## src/rtl/irq_res_pkg.sv

```systemverilog
`timescale 1ns/1ps
package irq_res_pkg;

  parameter int WORD_W  = 32;
  parameter int BANK_W  = 2;
  parameter int BIT_W   = 5;
  parameter int CODE_W  = BANK_W + BIT_W;

  // bank 0 layout (positions are decoded behaviour)
  parameter int DIR_LO  = 0;
  parameter int DIR_N   = 8;
  parameter int SUM1_AT = 8;
  parameter int SUM2_AT = 9;
  parameter int SC1_LO  = 10;
  parameter int SC1_N   = 5;
  parameter int SC2_LO  = 15;
  parameter int SC2_N   = 6;
  parameter int CASC_N  = 2;
  parameter int POS_W   = 3;

  typedef struct packed {
    logic                 valid;
    logic                 err;
    logic [BANK_W-1:0]    bank;
    logic [BIT_W-1:0]     bitn;
  } res_t;

  // shortcut position -> real source number in its cascaded bank
  function automatic logic [BIT_W-1:0] sc_lookup(input int grp, input logic [POS_W-1:0] pos);
    logic [BIT_W-1:0] s;
    s = '0;
    if (grp == 1) begin
      case (pos)
        3'd0: s = 5'd7;
        3'd1: s = 5'd9;
        3'd2: s = 5'd10;
        3'd3: s = 5'd18;
        3'd4: s = 5'd19;
        default: s = '0;
      endcase
    end else begin
      case (pos)
        3'd0: s = 5'd21;
        3'd1: s = 5'd22;
        3'd2: s = 5'd23;
        3'd3: s = 5'd24;
        3'd4: s = 5'd25;
        3'd5: s = 5'd30;
        default: s = '0;
      endcase
    end
    return s;
  endfunction

endpackage

```

## src/rtl/irq_lsb_find.sv

```systemverilog
`timescale 1ns/1ps
module irq_lsb_find #(
  parameter int W  = 8,
  parameter int IW = (W > 1) ? $clog2(W) : 1
) (
  input  logic [W-1:0]  vec_i,
  output logic          found_o,
  output logic [IW-1:0] idx_o
);

  always_comb begin
    found_o = |vec_i;
    idx_o   = '0;
    for (int i = W - 1; i >= 0; i--) begin
      if (vec_i[i]) idx_o = IW'(i);
    end
  end

endmodule

```

## src/rtl/irq_sc_remap.sv

```systemverilog
`timescale 1ns/1ps
module irq_sc_remap
  import irq_res_pkg::*;
#(
  parameter int GROUP = 1
) (
  input  logic [POS_W-1:0] pos_i,
  output logic [BIT_W-1:0] src_o
);

  always_comb begin
    src_o = sc_lookup(GROUP, pos_i);
  end

endmodule

```

## src/rtl/irq_res_select.sv

```systemverilog
`timescale 1ns/1ps
module irq_res_select
  import irq_res_pkg::*;
(
  input  logic [WORD_W-1:0] pend0_i,
  input  logic [WORD_W-1:0] pend1_i,
  input  logic [WORD_W-1:0] pend2_i,
  output res_t              res_o
);

  localparam int DIR_IW = $clog2(DIR_N);
  localparam int WRD_IW = $clog2(WORD_W);

  logic [DIR_N-1:0]  dir_v;
  logic [SC1_N-1:0]  sc1_v;
  logic [SC2_N-1:0]  sc2_v;

  logic              dir_f, sc1_f, sc2_f;
  logic [DIR_IW-1:0] dir_idx;
  logic [POS_W-1:0]  sc1_pos, sc2_pos;
  logic [BIT_W-1:0]  sc1_src, sc2_src;

  logic [WORD_W-1:0] casc_w   [CASC_N];
  logic              casc_f   [CASC_N];
  logic [WRD_IW-1:0] casc_idx [CASC_N];
  logic [CASC_N-1:0] sum_v;

  assign dir_v     = pend0_i[DIR_LO +: DIR_N];
  assign sc1_v     = pend0_i[SC1_LO +: SC1_N];
  assign sc2_v     = pend0_i[SC2_LO +: SC2_N];
  assign sum_v     = {pend0_i[SUM2_AT], pend0_i[SUM1_AT]};
  assign casc_w[0] = pend1_i;
  assign casc_w[1] = pend2_i;

  irq_lsb_find #(.W(DIR_N)) u_dir (
    .vec_i(dir_v), .found_o(dir_f), .idx_o(dir_idx)
  );

  irq_lsb_find #(.W(SC1_N), .IW(POS_W)) u_sc1 (
    .vec_i(sc1_v), .found_o(sc1_f), .idx_o(sc1_pos)
  );

  irq_lsb_find #(.W(SC2_N), .IW(POS_W)) u_sc2 (
    .vec_i(sc2_v), .found_o(sc2_f), .idx_o(sc2_pos)
  );

  irq_sc_remap #(.GROUP(1)) u_map1 (.pos_i(sc1_pos), .src_o(sc1_src));
  irq_sc_remap #(.GROUP(2)) u_map2 (.pos_i(sc2_pos), .src_o(sc2_src));

  for (genvar b = 0; b < CASC_N; b++) begin : g_casc
    irq_lsb_find #(.W(WORD_W)) u_bank (
      .vec_i(casc_w[b]), .found_o(casc_f[b]), .idx_o(casc_idx[b])
    );
  end

  // fixed search order: direct, shortcut 1, shortcut 2, summary 1, summary 2
  always_comb begin
    res_o = '0;
    if (dir_f) begin
      res_o.valid = 1'b1;
      res_o.bank  = BANK_W'(0);
      res_o.bitn  = BIT_W'(dir_idx);
    end else if (sc1_f) begin
      res_o.valid = 1'b1;
      res_o.bank  = BANK_W'(1);
      res_o.bitn  = sc1_src;
    end else if (sc2_f) begin
      res_o.valid = 1'b1;
      res_o.bank  = BANK_W'(2);
      res_o.bitn  = sc2_src;
    end else if (sum_v[0]) begin
      if (casc_f[0]) begin
        res_o.valid = 1'b1;
        res_o.bank  = BANK_W'(1);
        res_o.bitn  = BIT_W'(casc_idx[0]);
      end else begin
        res_o.err = 1'b1;
      end
    end else if (sum_v[1]) begin
      if (casc_f[1]) begin
        res_o.valid = 1'b1;
        res_o.bank  = BANK_W'(2);
        res_o.bitn  = BIT_W'(casc_idx[1]);
      end else begin
        res_o.err = 1'b1;
      end
    end
  end

endmodule

```

## src/rtl/irq_source_resolver.sv

```systemverilog
`timescale 1ns/1ps
module irq_source_resolver
  import irq_res_pkg::*;
(
  input  logic              clk,
  input  logic              rst_n,
  input  logic              sample_i,
  input  logic [WORD_W-1:0] pend0_i,
  input  logic [WORD_W-1:0] pend1_i,
  input  logic [WORD_W-1:0] pend2_i,
  output logic              done_o,
  output logic              valid_o,
  output logic              err_o,
  output logic [CODE_W-1:0] code_o
);

  res_t res_comb;
  res_t res_q, res_d;
  logic done_q, done_d;

  irq_res_select u_sel (
    .pend0_i(pend0_i),
    .pend1_i(pend1_i),
    .pend2_i(pend2_i),
    .res_o  (res_comb)
  );

  always_comb begin
    done_d = sample_i;
    res_d  = res_q;
    if (sample_i) res_d = res_comb;
  end

  always_ff @(posedge clk or negedge rst_n) begin
    if (!rst_n) begin
      done_q <= 1'b0;
      res_q  <= '0;
    end else begin
      done_q <= done_d;
      res_q  <= res_d;
    end
  end

  assign done_o  = done_q;
  assign valid_o = res_q.valid;
  assign err_o   = res_q.err;
  assign code_o  = {res_q.bank, res_q.bitn};

endmodule

```

## config.mk

```make
export PLATFORM = sky130hd
export DESIGN_NAME = irq_source_resolver
export DESIGN_NICKNAME = d
export VERILOG_FILES = /design/src/rtl/irq_res_pkg.sv /design/src/rtl/irq_lsb_find.sv /design/src/rtl/irq_sc_remap.sv /design/src/rtl/irq_res_select.sv /design/src/rtl/irq_source_resolver.sv
export SDC_FILE = /design/constraint.sdc
export NUM_CORES = 1
export LEC_CHECK = 0
export ABC_AREA = 1
export BUFFER_PORTS_ARGS = -buffer_cell sky130_fd_sc_hd__buf_2
export CAP_MARGIN = 20
export CORE_MARGIN = 4
export CORE_UTILIZATION = 40
export DETAILED_ROUTE_END_ITERATION = 10
export PLACE_DENSITY = 0.73
export SYNTH_ARGS = -nofsm -noshare
export SYNTH_HDL_FRONTEND = slang
export SYNTH_HIERARCHICAL = 1
export SYNTH_SLANG_ARGS = --single-unit
```

## constraint.sdc

```tcl
create_clock -name clk -period 1.5 [get_ports clk]
set_clock_uncertainty 0.1 [all_clocks]
set_input_delay 0.3 -clock clk [delete_from_list [all_inputs] [get_ports clk]]
set_output_delay 0.3 -clock clk [all_outputs]
set_load 0.01 [all_outputs]
```

==> metrics.log <==
[metrics] core area: 4750 um2
[metrics] RSZ-0062 raised after global routing: yes
[metrics] min setup slack post-route: -750 ps
[metrics] number of distinct library cells after synthesis: 27
[metrics] total global routing track utilization: 0.182
[metrics] fmax: 444 MHz
[metrics] Crit Path Max Fanout: 2
[metrics] Reg2Reg Launch Point: code_o[1]
[metrics] register area: 250 um2
[metrics] start-to-end type of the worst setup path: in2reg
[metrics] number of global-route vias before repair: 2687
[metrics] total clock sinks: 10
[metrics] Final nets: 669
[metrics] detailed-route wire length per cell: 8.84 um
[metrics] endpoint of the worst-slack reg-to-reg timing path: code_o[1]
[metrics] number of design-rule violations left by the first detailed-router iteration: 75
[metrics] global-route wire length before repair: 9760 um
[metrics] aggregate global routing overflow: 0
[metrics] register area share after synthesis: 0.127
[metrics] Min-Delay Endpoint: done_o
[metrics] summed negative setup slack over all endpoints: -3300 ps
[metrics] synthesis-to-finish area growth: 64.3%
[metrics] Post-Syn Area per Cell: 4.85 um2
[metrics] number of clock buffers inserted by TritonCTS: 3
[metrics] Mapped Cells: 406
[metrics] non-filler instance count after layout: 636
[metrics] cell area after placement: 3010 um2
[metrics] Setup Viol. Count Final: 9
[metrics] Antenna Cells: 0
[metrics] level count of the clock H-tree: 1
[metrics] first drt pass iteration count: 4
[metrics] power per standard cell area: 371 nW/um2
[metrics] commonest cells after routing, fill and taps aside: sky130_fd_sc_hd__nand2_1 (168), sky130_fd_sc_hd__buf_2 (90), sky130_fd_sc_hd__inv_1 (84)
[metrics] pin count of the biggest net entering global routing: 12
[metrics] most prevalent standard cell on the critical path: sky130_fd_sc_hd__nand2_1
[metrics] ratio of final minimum period to clock period: 1.50
[metrics] die area: 6110 um2
[metrics] clock transition at the register clock pins on the worst setup and hold paths after CTS: 50 ps
[metrics] post-route worst hold slack: 193 ps
[metrics] synthesis warning total: 6
[metrics] most frequent standard cell in the layout excluding fill and tap cells: sky130_fd_sc_hd__nand2_1
[metrics] insertion delay to the later sink of the worst-skew pair: 240 ps
[metrics] initial antenna violation count: 0
[metrics] number of nets with antenna violations after routing: 0
[metrics] clock tree from TritonCTS: built
[metrics] headroom to the max-slew limit: 0.803
[metrics] Post-Place Cells: 625
[metrics] number of port buffers: 97
[metrics] biggest cell delay along the critical path: 100 ps
[metrics] Peak supply drop: 0.261 mV
[metrics] Initial Utilization: 0.414
[metrics] routed via count divided by cell count: 4.35
[metrics] proportion of layout cells with a drive suffix above 1: 0.371
[metrics] number of fillers in the final layout: 477
[metrics] HP Class: in2reg
[metrics] critical path startpoint category: primary input
[metrics] max-cap viol count: 0
[metrics] Min-Delay Startpoint: sample_i
[metrics] nets in the synthesized netlist: 505
[metrics] Power Total: 1.20 mW
[metrics] worst path required time: 1570 ps
[metrics] Arrival @ worst endpoint: 2320 ps
[metrics] placed wire-length estimate after detailed placement: 4670 um
[metrics] cell at the root of the clock tree: sky130_fd_sc_hd__clkbuf_8
[metrics] cell with the largest stage delay on the worst path: sky130_fd_sc_hd__a21oi_2
[metrics] I/O pin count: 109
[metrics] fin. max-slew vios: 0
[metrics] synthesized cell area: 1970 um2
[metrics] number of hold violations in the final report: 0
[metrics] min cycle time layout: 2250 ps
[metrics] pre-CTS setup slack: -1010 ps
[metrics] Final Core Density: 0.681
[metrics] Die Wd: 78.2 um
[metrics] final design instance area without fill: 3240 um2
[metrics] detailed-route wire length: 5620 um
[metrics] DR vias: 2765
[metrics] outcome: complete, but fails checks
[metrics] top-area cell type share of the netlist area: 0.328
[metrics] area used by multi-input combinational logic: 1370 um2
[metrics] failing checks: negative setup slack
[metrics] Worst Hold Path Cells: 1
[metrics] number of placement rows: 25
[metrics] count of state elements after synthesis: 10
[metrics] number of cell instances on the worst register-to-register path: 2
[metrics] actual slew at the worst max-slew pin: 294 ps
[metrics] cell leakage power: 2.00 nW
[metrics] crit path capture type: register
[metrics] reg-to-reg slack, setup: 790 ps
[metrics] drc violations: 0
[metrics] DIE HEIGHT: 78.2 um
[metrics] clock tree buffer depth: 2
[metrics] cell types with the largest area share after synthesis: sky130_fd_sc_hd__nand2_1 (33%), sky130_fd_sc_hd__inv_1 (16%), sky130_fd_sc_hd__dfrtp_1 (13%)
[metrics] weighted congestion reported at the end of routability-driven placement: 0.859
[metrics] Yosys top cell by area: sky130_fd_sc_hd__nand2_1
[kinds of logic after synthesis]
group	Yosys count	synth area share
AOI/OAI and AO/OA	34	0.106
buffers and inverters	105	0.237
DFF	10	0.127
and+or+nand+nor	257	0.530
[state kept, by name (all words and copies together), names as in the netlist]
name and cells:
code_o 7, done_o 1, err_o 1, valid_o 1
[where the power goes]
group,total [mW],internal (mW),switching (mW)
sequential,0.284,0.279,0.00426
clock,0.336,0.231,0.105
combinational,0.582,0.305,0.277
[routing by layer]
layer / track usage / vias up / wire, um
met5: 0 / - / 0
met4: 0.0490 / 0 / 83
met3: 0.0149 / 8 / 281
met2: 0.375 / 62 / 2970
met1: 0.194 / 1166 / 2290
li1: - / 1529 / -
[cells in the mapped netlist]
master,instances
sky130_fd_sc_hd__a311oi_1,2
sky130_fd_sc_hd__nor4_1,4
sky130_fd_sc_hd__inv_2,12
sky130_fd_sc_hd__dfrtp_1,10
sky130_fd_sc_hd__a21boi_0,2
sky130_fd_sc_hd__nand2_2,1
sky130_fd_sc_hd__o21bai_1,2
sky130_fd_sc_hd__nor3_1,8
sky130_fd_sc_hd__buf_6,2
sky130_fd_sc_hd__inv_1,85
sky130_fd_sc_hd__nand4_1,2
sky130_fd_sc_hd__a21oi_1,15
sky130_fd_sc_hd__nand3_2,1
sky130_fd_sc_hd__nor2_4,2
sky130_fd_sc_hd__nor2_2,3
sky130_fd_sc_hd__a21oi_2,2
sky130_fd_sc_hd__nand3_1,11
sky130_fd_sc_hd__bufinv_8,4
sky130_fd_sc_hd__o21ai_1,4
sky130_fd_sc_hd__nor2_1,51
sky130_fd_sc_hd__a31oi_1,3
sky130_fd_sc_hd__o31ai_1,2
sky130_fd_sc_hd__or2_1,1
sky130_fd_sc_hd__buf_2,2
sky130_fd_sc_hd__a211oi_1,2
sky130_fd_sc_hd__nand2_1,172
sky130_fd_sc_hd__nor3_2,1
[final cells by class]
cell class | instances | area share
multi-input combinational | 291 | 0.423
timing repair buffer | 163 | 0.322
inverter | 101 | 0.135
sequential | 10 | 0.0773
tap | 67 | 0.0259
clock buffer | 4 | 0.0170
[critical path: cells and delay by family]
family                 cells  cell delay, ps
and+or+nand+nor           36            1740
buffers and inverters      3             160
AOI/OAI and AO/OA          1             100
[timing repair]
item | CTS | global route
endpoints found under the setup margin | 9 | 9
buffers inserted | 6 | 1
pin swaps | 13 | 3
hold buffers | 1 | 0
endpoints found under the hold margin | 10 | 0
gates resized for setup | 19 | 7
[worst max path at each step]
stage                     slack [ps]  cells past startpoint        end         from
after floorplan                 -690                     39  code_o[0]  pend2_i[30]
final                           -750                     40  code_o[0]  pend2_i[30]
after CTS                       -750                     40  code_o[0]  pend2_i[30]
after global placement          -970                     40  code_o[0]  pend2_i[30]
after detailed placement       -1010                     40  code_o[0]  pend2_i[30]
after global routing           -1100                     40  code_o[0]  pend2_i[30]
(Power assumes the default switching activity.)
